### src/rtl/sdram_seq_pkg.sv
package sdram_seq_pkg;

    // Pin pattern {cs_n, ras_n, cas_n, we_n}
    typedef enum logic [3:0] {
        CMD_NOP = 4'b0111,
        CMD_ACT = 4'b0011,
        CMD_RD  = 4'b0101,
        CMD_WR  = 4'b0100,
        CMD_PRE = 4'b0010,
        CMD_REF = 4'b0001,
        CMD_MRS = 4'b0000
    } sd_cmd_e;

    typedef enum logic [2:0] {
        ST_POWERUP,
        ST_INIT_REF_A,
        ST_INIT_REF_B,
        ST_INIT_MODE,
        ST_IDLE,
        ST_ROW_OPEN,
        ST_REFRESH
    } seq_state_e;

endpackage

### src/rtl/sdram_gap_timer.sv
module sdram_gap_timer #(
    parameter int W         = 8,
    parameter int RESET_VAL = 0
) (
    input  logic         clk,
    input  logic         rst_n,
    input  logic         load,
    input  logic [W-1:0] load_val,
    output logic         expired
);
    logic [W-1:0] cnt;

    always_ff @(posedge clk) begin
        if (!rst_n)
            cnt <= W'(RESET_VAL);
        else if (load)
            cnt <= load_val;
        else if (cnt != '0)
            cnt <= cnt - 1'b1;
    end

    assign expired = (cnt == '0);
endmodule

### src/rtl/sdram_refresh_timer.sv
module sdram_refresh_timer #(
    parameter int INTERVAL = 781
) (
    input  logic clk,
    input  logic rst_n,
    input  logic clear,
    output logic pending
);
    localparam int CW = (INTERVAL > 1) ? $clog2(INTERVAL) : 1;

    logic [CW-1:0] cnt;
    logic          tick;

    assign tick = (cnt == '0);

    always_ff @(posedge clk) begin
        if (!rst_n) begin
            cnt     <= CW'(INTERVAL - 1);
            pending <= 1'b0;
        end else begin
            cnt <= tick ? CW'(INTERVAL - 1) : cnt - 1'b1;
            if (tick)
                pending <= 1'b1;
            else if (clear)
                pending <= 1'b0;
        end
    end
endmodule

### src/rtl/sdram_rd_capture.sv
module sdram_rd_capture #(
    parameter int CAS_LAT = 2,
    parameter int DW      = 16
) (
    input  logic          clk,
    input  logic          rst_n,
    input  logic          rd_issue,
    input  logic [DW-1:0] dq_in,
    output logic          rd_valid,
    output logic [DW-1:0] rd_data
);
    // Stage k is set k edges after the read reaches the pins.
    logic [CAS_LAT:0] stage;

    always_ff @(posedge clk) begin
        if (!rst_n) begin
            stage    <= '0;
            rd_valid <= 1'b0;
            rd_data  <= '0;
        end else begin
            stage    <= {stage[CAS_LAT-1:0], rd_issue};
            rd_valid <= stage[CAS_LAT];
            if (stage[CAS_LAT])
                rd_data <= dq_in;
        end
    end
endmodule

### src/rtl/sdram_seq.sv
module sdram_seq #(
    parameter int ROW_W     = 11,
    parameter int COL_W     = 8,
    parameter int BANKS     = 2,
    parameter int DQ_W      = 16,
    parameter int CAS_LAT   = 2,
    parameter int CLK_KHZ   = 50000,
    parameter int REF_MS    = 64,
    parameter int REF_ROWS  = 4096,
    parameter int INIT_WAIT = 10000,
    parameter int T_RCD     = 2,
    parameter int T_RP      = 2,
    parameter int T_RFC     = 4,
    parameter int T_MRD     = 2,
    localparam int BANK_W   = $clog2(BANKS),
    localparam int BE_W     = DQ_W / 8,
    localparam int ADDR_W   = BANK_W + ROW_W + COL_W,
    localparam int SA_W     = BANK_W + ROW_W
) (
    input  logic              clk,
    input  logic              rst_n,
    input  logic              req_valid,
    input  logic              req_write,
    input  logic [ADDR_W-1:0] req_addr,
    input  logic [DQ_W-1:0]   req_wdata,
    input  logic [BE_W-1:0]   req_be,
    output logic              req_ready,
    output logic              rd_valid,
    output logic [DQ_W-1:0]   rd_data,
    output logic              sd_cke,
    output logic              sd_cs_n,
    output logic              sd_ras_n,
    output logic              sd_cas_n,
    output logic              sd_we_n,
    output logic [SA_W-1:0]   sd_addr,
    output logic [BE_W-1:0]   sd_dqm,
    output logic [DQ_W-1:0]   sd_dq_out,
    output logic              sd_dq_oe,
    input  logic [DQ_W-1:0]   sd_dq_in
);
    import sdram_seq_pkg::*;

    localparam int AP_BIT   = 10;
    localparam int REF_INT  = CLK_KHZ * REF_MS / REF_ROWS;
    localparam int M1       = (T_RFC > T_RP) ? T_RFC : T_RP;
    localparam int M2       = (M1 > T_RCD) ? M1 : T_RCD;
    localparam int M3       = (M2 > T_MRD) ? M2 : T_MRD;
    localparam int GAP_MAX  = (M3 > INIT_WAIT) ? M3 : INIT_WAIT;
    localparam int GAP_W    = $clog2(GAP_MAX + 1);
    localparam logic [SA_W-1:0] MODE_WORD = SA_W'(CAS_LAT << 4);

    seq_state_e state, nxt_state;
    sd_cmd_e    cmd_q, nxt_cmd;
    logic [SA_W-1:0]  nxt_addr;
    logic             gap_load, gap_zero, ref_pending, ref_clr;
    logic [GAP_W-1:0] gap_val;

    logic [BANKS-1:0]            open_vld;
    logic [BANKS-1:0][ROW_W-1:0] open_row;

    logic [BANK_W-1:0] req_bank;
    logic [ROW_W-1:0]  req_row;
    logic [COL_W-1:0]  req_col;
    logic              row_hit;

    assign req_bank = req_addr[ADDR_W-1 -: BANK_W];
    assign req_row  = req_addr[COL_W +: ROW_W];
    assign req_col  = req_addr[COL_W-1:0];
    assign row_hit  = open_vld[req_bank] && (open_row[req_bank] == req_row);

    sdram_gap_timer #(.W(GAP_W), .RESET_VAL(INIT_WAIT)) u_gap (
        .clk(clk), .rst_n(rst_n), .load(gap_load), .load_val(gap_val), .expired(gap_zero)
    );

    sdram_refresh_timer #(.INTERVAL(REF_INT)) u_ref (
        .clk(clk), .rst_n(rst_n), .clear(ref_clr), .pending(ref_pending)
    );

    sdram_rd_capture #(.CAS_LAT(CAS_LAT), .DW(DQ_W)) u_cap (
        .clk(clk), .rst_n(rst_n), .rd_issue(nxt_cmd == CMD_RD),
        .dq_in(sd_dq_in), .rd_valid(rd_valid), .rd_data(rd_data)
    );

    // Next state and the command for the coming cycle
    always_comb begin
        nxt_state = state;
        nxt_cmd   = CMD_NOP;
        nxt_addr  = '0;
        gap_load  = 1'b0;
        gap_val   = '0;
        ref_clr   = 1'b0;
        req_ready = 1'b0;
        unique case (state)
            ST_POWERUP: if (gap_zero) begin
                nxt_cmd          = CMD_PRE;
                nxt_addr[AP_BIT] = 1'b1;
                gap_load         = 1'b1;
                gap_val          = GAP_W'(T_RP - 1);
                nxt_state        = ST_INIT_REF_A;
            end
            ST_INIT_REF_A: if (gap_zero) begin
                nxt_cmd   = CMD_REF;
                gap_load  = 1'b1;
                gap_val   = GAP_W'(T_RFC - 1);
                nxt_state = ST_INIT_REF_B;
            end
            ST_INIT_REF_B: if (gap_zero) begin
                nxt_cmd   = CMD_REF;
                gap_load  = 1'b1;
                gap_val   = GAP_W'(T_RFC - 1);
                nxt_state = ST_INIT_MODE;
            end
            ST_INIT_MODE: if (gap_zero) begin
                nxt_cmd   = CMD_MRS;
                nxt_addr  = MODE_WORD;
                gap_load  = 1'b1;
                gap_val   = GAP_W'(T_MRD - 1);
                nxt_state = ST_IDLE;
            end
            ST_IDLE: if (gap_zero) begin
                if (ref_pending) begin
                    gap_load = 1'b1;
                    if (|open_vld) begin
                        nxt_cmd          = CMD_PRE;
                        nxt_addr[AP_BIT] = 1'b1;
                        gap_val          = GAP_W'(T_RP - 1);
                        nxt_state        = ST_REFRESH;
                    end else begin
                        nxt_cmd = CMD_REF;
                        gap_val = GAP_W'(T_RFC - 1);
                        ref_clr = 1'b1;
                    end
                end else if (req_valid) begin
                    if (row_hit) begin
                        nxt_cmd                       = req_write ? CMD_WR : CMD_RD;
                        nxt_addr[SA_W-1 -: BANK_W]    = req_bank;
                        nxt_addr[COL_W-1:0]           = req_col;
                        req_ready                     = 1'b1;
                    end else if (open_vld[req_bank]) begin
                        nxt_cmd                       = CMD_PRE;
                        nxt_addr[SA_W-1 -: BANK_W]    = req_bank;
                        gap_load                      = 1'b1;
                        gap_val                       = GAP_W'(T_RP - 1);
                        nxt_state                     = ST_ROW_OPEN;
                    end else begin
                        nxt_cmd  = CMD_ACT;
                        nxt_addr = {req_bank, req_row};
                        gap_load = 1'b1;
                        gap_val  = GAP_W'(T_RCD - 1);
                    end
                end
            end
            ST_ROW_OPEN: if (gap_zero) begin
                nxt_cmd   = CMD_ACT;
                nxt_addr  = {req_bank, req_row};
                gap_load  = 1'b1;
                gap_val   = GAP_W'(T_RCD - 1);
                nxt_state = ST_IDLE;
            end
            ST_REFRESH: if (gap_zero) begin
                nxt_cmd   = CMD_REF;
                gap_load  = 1'b1;
                gap_val   = GAP_W'(T_RFC - 1);
                ref_clr   = 1'b1;
                nxt_state = ST_IDLE;
            end
            default: nxt_state = ST_IDLE;
        endcase
    end

    // State register
    always_ff @(posedge clk) begin
        if (!rst_n)
            state <= ST_POWERUP;
        else
            state <= nxt_state;
    end

    // Registered pin outputs
    always_ff @(posedge clk) begin
        if (!rst_n) begin
            cmd_q     <= CMD_NOP;
            sd_addr   <= '0;
            sd_dqm    <= '0;
            sd_dq_out <= '0;
            sd_dq_oe  <= 1'b0;
        end else begin
            cmd_q     <= nxt_cmd;
            sd_addr   <= nxt_addr;
            sd_dq_oe  <= (nxt_cmd == CMD_WR);
            sd_dqm    <= (nxt_cmd == CMD_WR) ? ~req_be : '0;
            if (nxt_cmd == CMD_WR)
                sd_dq_out <= req_wdata;
        end
    end

    assign {sd_cs_n, sd_ras_n, sd_cas_n, sd_we_n} = cmd_q;
    assign sd_cke = 1'b1;

    // Open-row bookkeeping, one slice per bank
    for (genvar b = 0; b < BANKS; b++) begin : g_bank
        logic sel;
        assign sel = (nxt_addr[SA_W-1 -: BANK_W] == BANK_W'(b));
        always_ff @(posedge clk) begin
            if (!rst_n) begin
                open_vld[b] <= 1'b0;
                open_row[b] <= '0;
            end else if (nxt_cmd == CMD_ACT && sel) begin
                open_vld[b] <= 1'b1;
                open_row[b] <= nxt_addr[ROW_W-1:0];
            end else if (nxt_cmd == CMD_PRE && (sel || nxt_addr[AP_BIT])) begin
                open_vld[b] <= 1'b0;
            end
        end
    end
endmodule

### config.mk
export PLATFORM = sky130hd
export DESIGN_NAME = sdram_seq
export DESIGN_NICKNAME = d
export VERILOG_FILES = /design/src/rtl/sdram_seq_pkg.sv /design/src/rtl/sdram_gap_timer.sv /design/src/rtl/sdram_refresh_timer.sv /design/src/rtl/sdram_rd_capture.sv /design/src/rtl/sdram_seq.sv
export SDC_FILE = /design/constraint.sdc
export NUM_CORES = 1
export LEC_CHECK = 0
export CAP_MARGIN = 30
export CORE_ASPECT_RATIO = 0.5
export CORE_MARGIN = 4
export CORE_UTILIZATION = 50
export CTS_BUF_LIST = sky130_fd_sc_hd__clkbuf_16
export DETAILED_ROUTE_END_ITERATION = 16
export DONT_BUFFER_PORTS = 1
export HOLD_SLACK_MARGIN = 0.12
export MAX_ROUTING_LAYER = met4
export SLEW_MARGIN = 20
export SYNTH_ARGS = -nofsm -noshare
export SYNTH_HDL_FRONTEND = slang
export SYNTH_HIERARCHICAL = 1
export SYNTH_SLANG_ARGS = --single-unit
### constraint.sdc
create_clock -name clk -period 8.6 [get_ports clk]
set_input_delay 2.15 -clock clk [delete_from_list [all_inputs] [get_ports clk]]
set_output_delay 2.15 -clock clk [all_outputs]
set_load 0.02 [all_outputs]
Word level (Yosys, flattened, before mapping)
Cells that the tools add are included.
{"block": "word_totals", "ff_bits": 107, "inputBits": 58, "output_inout_bits": 54, "elab_cells": 137}
{"block": "op_classes", "add_sub_neg": 2, "order_cmp": 1, "n_eq_ne": 20, "n_mux": 72, "n_bitwise": 3, "reduce_logical": 23}
{"cell": "$mux W14", "n": 4}
{"cell": "$mux W3", "n": 17}
{"cell": "$pmux W14 S3", "n": 1}
{"cell": "$mux W12", "n": 3}
{"cell": "$mux W11", "n": 3}
{"cell": "$pmux W10 S3", "n": 1}
{"cell": "$mux W1", "n": 29}
{"cell": "$pmux W4 S5", "n": 1}
{"cell": "$pmux W3 S5", "n": 1}
{"cell": "$logic_not A14 Y1", "n": 1}
{"cell": "$reduce_bool A14 Y1", "n": 1}
{"cell": "$sub A14 B1 Y14 const B", "n": 1}
{"cell": "$eq A11 B11 Y1", "n": 1}
{"cell": "$logic_not A10 Y1", "n": 1}
{"cell": "$mux W10", "n": 1}
{"cell": "$sub A10 B1 Y10 const B", "n": 1}
{"cell": "$eq A3 B3 Y1 const B", "n": 3}
{"cell": "$ne A3 B2 Y1 const B", "n": 3}
{"cell": "$reduce_and A9 Y1", "n": 1}
{"cell": "$reduce_or A3 Y1", "n": 3}
{"cell": "$eq A4 B2 Y1 const B", "n": 2}
{"cell": "$eq A4 B3 Y1 const B", "n": 2}
{"cell": "$mux W4", "n": 2}
{"cell": "$mux W8", "n": 1}
{"cell": "20 further kinds", "n": 37}

Longest topological paths before layout
Gate-level depths: netlist of the first run.
{"block": "logic_depth", "depth_word": 14, "ltp_mapped": 13}

By module
Netlist of the first run, hierarchy kept.
{"mod": "sdram_seq", "n_inst": 1, "cells_each": 351, "area_per_inst_um2": 3049.2}
{"mod": "sdram_gap_timer", "n_inst": 1, "cells_each": 93, "area_per_inst_um2": 822.0}
{"mod": "sdram_rd_capture", "n_inst": 1, "cells_each": 60, "area_per_inst_um2": 725.7}
{"mod": "sdram_refresh_timer", "n_inst": 1, "cells_each": 59, "area_per_inst_um2": 561.8}

Least setup slack after synthesis of the first run
Ideal clock, no wire load.
{"block": "synth_path", "kind": "input-to-output", "startpoint": "input req_addr[19]", "endpoint": "output req_ready", "arrival_time_ns": 3.642, "required_ns": 6.450, "slack_ns": 2.808, "stages": 8, "n_path_buf": 4, "path_cell_list": "buf_6 -> buf_8 -> mux2i_1 -> xnor2_1 -> nor3_2 -> and4_1 -> clkbuf_1 -> buf_2"}
{"block": "synth_via", "elab_chain_len": 9}
{"item": "start: declaration", "line_no": "sdram_seq.sv:24", "rtl": "input logic [ADDR_W-1:0] req_addr,"}
{"item": "$mux W11 (implied by the code) (2 in series)", "line_no": "sdram_seq.sv:69", "rtl": "assign row_hit = open_vld[req_bank] && (open_row[req_bank] == req_row);"}
{"item": "$eq A11 B11 Y1", "line_no": "sdram_seq.sv:69"}
{"item": "$logic_and A1 B1 Y1 (*)", "line_no": "sdram_seq.sv:69"}
{"item": "$mux W1 (*)", "line_no": "sdram_seq.sv:134", "rtl": "if (row_hit) begin"}
{"item": "$mux W1 (*)", "line_no": "sdram_seq.sv:133", "rtl": "end else if (req_valid) begin"}
{"item": "$mux W1 (*)", "line_no": "sdram_seq.sv:121", "rtl": "if (ref_pending) begin"}
{"item": "$mux W1 (*)", "line_no": "sdram_seq.sv:120", "rtl": "ST_IDLE: if (gap_zero) begin"}
{"item": "$mux W1 (*)", "line_no": "sdram_seq.sv:93", "rtl": "unique case (state)"}
{"item": "end: declaration", "line_no": "sdram_seq.sv:27", "rtl": "output logic req_ready,"}
Every way passes the cells marked *; elsewhere a longest branch is shown, timed or not. The select of a mux whose other input is x is not followed.

Final worst setup path of the first run
Ends and elaborated chain as after synthesis.

==> results of run 1 <==
==> sequential cells by signal (all words and copies together) (netlist names) <==
register / count
state: 3
u_gap/cnt: 14
sd_dq_oe: 1
open_vld: 2
u_cap/stage: 3
cmd_q: 3
sd_dq_out: 16
u_cap/rd_data: 16
u_cap/rd_valid: 1
u_ref/pending: 1
sd_addr: 12
sd_dqm: 2
open_row: 22
u_ref/cnt: 10
==> per-stage QoR <==
stage | instances | worst slack, ns | utilization [%] | power, mW | cell area [sq um]
final | 692 | 2.87 | 56.2 | 0.974 | 5470
after global routing | 692 | 2.71 | 56.2 | 1.02 | 5470
after CTS | 691 | 2.83 | 56.1 | 0.986 | 5460
after detailed placement | 675 | 2.84 | 53.1 | 0.577 | 5170
after global placement | 675 | 2.85 | 53.1 | 0.577 | 5170
after floorplan | 575 | 2.81 | - | 0.577 | 5200
==> layout by cell type, fill, tap and decap left out, types with 3 or more instances in the layout <==
cell	Yosys	layout
or3_1	4	4
nor4_1	6	6
o22ai_1	3	3
o2111a_1	3	3
xnor2_1	15	15
and2_1	7	7
a31oi_1	3	3
nand2b_1	7	7
xor2_1	5	5
nand4_1	13	13
o21ai_0	15	15
inv_1	15	16
clkbuf_16	0	9
ha_1	3	3
nand3_1	9	9
nor2b_1	26	26
nand2_1	95	95
o21a_1	3	3
a21oi_1	19	19
nor3_1	10	10
nor2_1	21	21
mux2i_1	70	70
dfxtp_1	106	106
conb_1	2	14
o211a_1	3	3
o311ai_0	3	3
a21o_1	8	8
==> critical path, cell delays in order <==
cell and delay (ns):
mux2i_1 0.18, xnor2_1 0.12, nor4_4 0.41, and4_1 0.71
==> routing by layer <==
metal,routed length (um),up-vias,global-route usage [%]
met5,0,-,-
met1,5060,1712,24.0
met3,994,4,6.81
met4,44,0,3.85
li1,-,1926,-
met2,4590,105,27.9
==> final timing paths <==
kind | from | to | slack (ns) | depth (start not counted)
hold / removal | u_cap/stage[1] | u_cap/stage[2] | 0.44 | 1
hold reg to reg | u_cap/stage[1] | u_cap/stage[2] | 0.44 | 1
setup reg to reg | u_gap/cnt[8] | open_vld[0] | 5.09 | 7
setup / recovery | req_addr[19] | req_ready | 2.87 | 4
==> kinds of logic (layout without fill, tap and decap cells) <==
| kind of cell | Yosys count | count (layout) | synth area share, % |
|---|---|---|---|
| compound gates | 85 | 85 | 11.9 |
| xor+xnor | 20 | 20 | 3.40 |
| fa+ha+maj | 3 | 3 | 0.728 |
| buf+inv | 51 | 33 | 5.24 |
| flops | 106 | 106 | 41.1 |
| mux | 72 | 72 | 14.1 |
| other cells | 2 | 14 | 0.146 |
| simple gates | 224 | 224 | 23.4 |
==> final cells by class <==
cell class,count,area [sq um]
Fill cell,898,4260
Multi-Input combinational cell,418,2810
Sequential cell,106,2120
Clock buffer,9,225
Tap cell,135,169
Clock inverter,7,68.8
Inverter,15,56.3
Timing Repair Buffer,2,18.8
==> where the power goes <==
| part | internal, mW | total [mW] | switching [mW] |
|---|---|---|---|
| clock network | 0.225 | 0.408 | 0.183 |
| registers | 0.499 | 0.510 | 0.0111 |
| logic | 0.0279 | 0.0563 | 0.0284 |
==> impl_metrics.tcl, run 1 <==
set metrics [dict create \
    postSynthRegisterBits 106 \
    netlist.top_cell.by_area "dfxtp_1" \
    worst_slew_margin_rel_pct 38.5 \
    tritoncts_clock_tree "done" \
    grt_first_pass_wirelength_mm 17.6 \
    pin_count 112 \
    cts.reportedPaths.clkPinSlew_ns 0.07 \
    gp_congestion 0.792 \
    timing.setup.tns_ns 0 \
    drt_first_pass_iters 4 \
    drv_slew 0 \
    fp.dieH_um 79.8 \
    tightestPinTransition_ns 0.920 \
    vdd_ir_drop_max_v 0.0000921 \
    grt_util_all_layers_pct 18.5 \
    clock-root-buffer "clkbuf_16" \
    final_hold_violating_endpoints 0 \
    dieWidth_um 152 \
    post-cts-setup-buffers 0 \
    synth_edf_count 0 \
    ctsHtreeMaxLevel 3 \
    drv_cap 0 \
    synth_top_cells_by_area "dfxtp_1 (41%), mux2i_1 (14%), nand2_1 (6.9%), nor2b_1 (3.2%), xnor2_1 (2.5%)" \
    via_count_of_the_first_global_routing_pass 3569 \
    via_per_inst 5.41 \
    antenna_found_initial 0 \
    numClockSinks 106 \
    quantity_of_gates_resized_following_cts 0 \
    drt_wl_total_mm 10.7 \
    drive_above_1_share_pct 7.54 \
    cp-end-kind "output pin" \
    clkLatencyLatePin_ns 0.34 \
    ant_cells 0 \
    pin_count_of_the_biggest_net_entering_global_routing 113 \
    synth.yosys.warnings 6 \
    post_route_drc_violation_count 0 \
    final.hold.worst_slack_ns 0.436 \
    outcome "finished clean" \
    fmax_ghz 0.174 \
    timing.critical_path.from_type "primary input" \
    drt-initial-drc-count 260 \
    clock-skew-final_ns 0.00778 \
    synth_async_sr_flop_share_pct 0 \
    clockBufferDepth 2 \
    power.density_mw_per_mm2 178 \
    num-nets-final 613 \
    power.leakage_nw 2.14 \
    synthesis.area_per_instance_sq_um 9.16 \
    holdCritPathClass "reg2reg" \
    fin_crit_ns 5.73 \
    post_synth_most_frequent_cells "dfxtp_1 (106), nand2_1 (95), mux2i_1 (70)" \
    synth_sequential_area_ratio_pct 41.1 \
    floorplan.initialDensity_pct 53.0 \
    floorplan.die_area_sq_mm 0.0121 \
    synth_flop_cell "dfxtp_1" \
    crit_fanout 17 \
    drt-wirelength-per-cell_um 15.4 \
    synthDistinctLibCells 75 \
    gate_count_after_technology_mapping 563 \
    placement.io_buffers 0 \
    routed-via-count 3747 \
    setup-violations-final 0 \
    floorplan.rows 25 \
    synth.most_common_cell "dfxtp_1" \
    antenna_violating_nets_post_route 0 \
    synth.cell_area_sq_mm 0.00516 \
    grt_remaining_overflow 0 \
    worst-endpoint-required_ns 6.45 \
    cts_made_buffers 9 \
    worstSetupPathType "in2out" \
    post-synth-top-area-fraction_pct 41.1 \
    hpwl_mm 7.12 \
    area_growth_pct 6.06 \
    arrival_ns 3.58 \
    cts-hold-fix-buffers 0 \
    share_of_the_cycle_needed_by_the_critical_path_after_routing_pct 66.7 \
    unrepaired_setup_endpoints_after_global_routing "false" \
    coreArea_sq_mm 0.00973 \
]
(Power assumes the default switching activity.)
==> run 2: changes to the inputs <==
Settings changed: PLACE_DENSITY set to 0.68.
Clock period 8.6 ns to 4.65 ns, I/O delays scaled along.
==> run 2 against run 1 <==
First-iteration DRC count is 20% lower; critical endpoint unchanged; sequential cell count stayed put; cell area is 0.96% higher; largest cell class unchanged; via count is 1.2% higher; worst setup slack worse by 1.9 ns; sequential share of layout area is 0.37 points lower; global-route usage is 0.34 points higher; critical path depth is 1 higher; wire length hardly changed; register-to-register slack worse by 3.8 ns; non-clock buffer count is 2 higher.
==> impl_metrics.tcl, run 2 (same netlist as run 1, synthesis figures left out) <==
set metrics [dict create \
    worstSetupPathType "reg2out" \
    min_from "u_cap/stage[1]" \
    ant_cells 0 \
    timing.critical_path.from_type "flip-flop" \
    crit_slowest_cell "or4_4" \
    pin_count_of_the_biggest_net_entering_global_routing 113 \
    path_buf_inv 0 \
    numClockSinks 106 \
    routed-via-count 3793 \
    cts_made_buffers 9 \
    detailed_place.area_sq_mm 0.00519 \
    hpwl_mm 7.48 \
    power.density_mw_per_mm2 341 \
    vdd_ir_drop_max_v 0.000182 \
    drv_slew 0 \
    filler_cell_count 884 \
    clockBufferDepth 2 \
    multi_input_comb_area_sq_mm 0.00281 \
    post_route_drc_violation_count 0 \
    layout.cells.non_filler 694 \
    grt_remaining_overflow 0 \
    num-nets-final 615 \
    floorplan.die_area_sq_mm 0.0121 \
    setup-violations-final 0 \
    share_of_the_cycle_needed_by_the_critical_path_after_routing_pct 79.5 \
    worst_slew_margin_rel_pct 41.2 \
    final_hold_violating_endpoints 0 \
    worstReg2RegEnd "open_vld[0]" \
    coreArea_sq_mm 0.00973 \
    antenna_found_initial 0 \
    cts.reportedPaths.clkPinSlew_ns 0.07 \
    drt_first_pass_iters 4 \
    regToRegStartpoint "u_gap/cnt[8]" \
    worst-endpoint-required_ns 3.49 \
    clock-root-buffer "clkbuf_16" \
    fmax_ghz 0.271 \
    drt-wirelength-per-cell_um 15.4 \
    final_cell_mix "dfxtp_1 (106), nand2_1 (95), mux2i_1 (70)" \
    dieWidth_um 152 \
    fin_ws_ns 0.954 \
    cp_dominant_cell_by_count "and4_1" \
    place_inst 678 \
    arrival_ns 2.53 \
    post-cts-setup-buffers 0 \
    clkLatencyLatePin_ns 0.35 \
    max_stage_delay_ns 0.48 \
    fp.dieH_um 79.8 \
    drt_wl_total_mm 10.7 \
    detailedPlace.worstSlack_ns 0.948 \
    antenna_violating_nets_post_route 0 \
    power.leakage_nw 2.16 \
    critical_path.top_delay_family "simple AND/OR/NAND/NOR gates" \
    floorplan.rows 25 \
    tritoncts_clock_tree "done" \
    r2r_setup_slack_ns 1.29 \
    fin_crit_ns 3.70 \
    largest_registers_in_the_final_layout "open_row (22), sd_dq_out (16), u_cap/rd_data (16)" \
    mostFrequentLayoutCell "dfxtp_1" \
    outcome "finished clean" \
    hold-path-cell-count 1 \
    tightestPinTransition_ns 0.881 \
    cts-hold-fix-buffers 0 \
    holdCritPathClass "reg2reg" \
    via_count_of_the_first_global_routing_pass 3688 \
    hold_path_endpoint "u_cap/stage[2]" \
    grt_first_pass_wirelength_mm 17.8 \
    crit_fanout 23 \
    area_growth_pct 7.08 \
    gp_congestion 0.857 \
    cp-end-kind "output pin" \
    unrepaired_setup_endpoints_after_global_routing "false" \
    grt_util_all_layers_pct 18.9 \
    clock-skew-final_ns 0.0132 \
    largest_reg_flops 22 \
    design_area_sq_mm 0.00552 \
    drv_cap 0 \
    chain_of_cells_forming_the_critical_path "or3_4, or4_4, nor2_8, and4_1, and4_1" \
    ctsHtreeMaxLevel 3 \
    via_per_inst 5.47 \
    placement.io_buffers 0 \
    pin_count 112 \
    floorplan.initialDensity_pct 53.0 \
    reg2reg_depth 6 \
    timing.setup.tns_ns 0 \
    quantity_of_gates_resized_following_cts 0 \
    fin_util_pct 56.8 \
    drt-initial-drc-count 208 \
    registers.top_by_ff_count "open_row" \
    seq_area_sq_mm 0.00212 \
    drive_above_1_share_pct 8.05 \
]
-- run 2: layout make-up --
| type | count | area share [%] |
|---|---|---|
| Clock inverter | 7 | 1.99 |
| Sequential cell | 106 | 38.4 |
| Clock buffer | 9 | 4.08 |
| Timing Repair Buffer | 4 | 0.544 |
| Inverter | 15 | 1.02 |
| Multi-Input combinational cell | 418 | 50.9 |
| Tap cell | 135 | 3.06 |
-- run 2: through the flow --
step	power, mW	hold WS (ns)
final	1.89	0.432
after global routing	1.97	0.453
after CTS	1.91	0.428
after detailed placement	1.07	0.418
after global placement	1.07	0.419
after floorplan	1.07	0.412
-- run 2: worst max-delay path by stage --
stage | startpoint | endpoint | cells after the start
4_1_cts | u_gap/cnt[8] | req_ready | 5
6_report | u_gap/cnt[8] | req_ready | 5
2_1_floorplan | req_addr[19] | req_ready | 8
3_3_place_gp | req_addr[19] | open_vld[0] | 7
5_1_grt | u_gap/cnt[0] | req_ready | 7
3_5_place_dp | req_addr[19] | open_vld[0] | 7
-- run 2: worst reg2reg max path, cell delays in order, from the launching register on --
cell	delay (ns)
dfxtp_1	0.34
or3_4	0.41
or4_4	0.48
nor2_8	0.34
o211a_1	0.52
nand4_1	0.78
o22ai_1	0.40
-- run 2: power breakdown --
group / switching (mW) / internal (mW) / leakage (nW)
Clock: 0.355 / 0.483 / 0.165
Sequential: 0.0203 / 0.923 / 0.857
Combinational: 0.0529 / 0.0515 / 1.14
-- run 2: layer usage --
layer  global-route usage, %  up-vias  share of wire, %
met1                    23.4     1734                46
met3                    6.41       16               9.0
met4                    6.00        0               1.3
met5                       -        -                 0
met2                    29.2      112                44
li1                        -     1931                 -
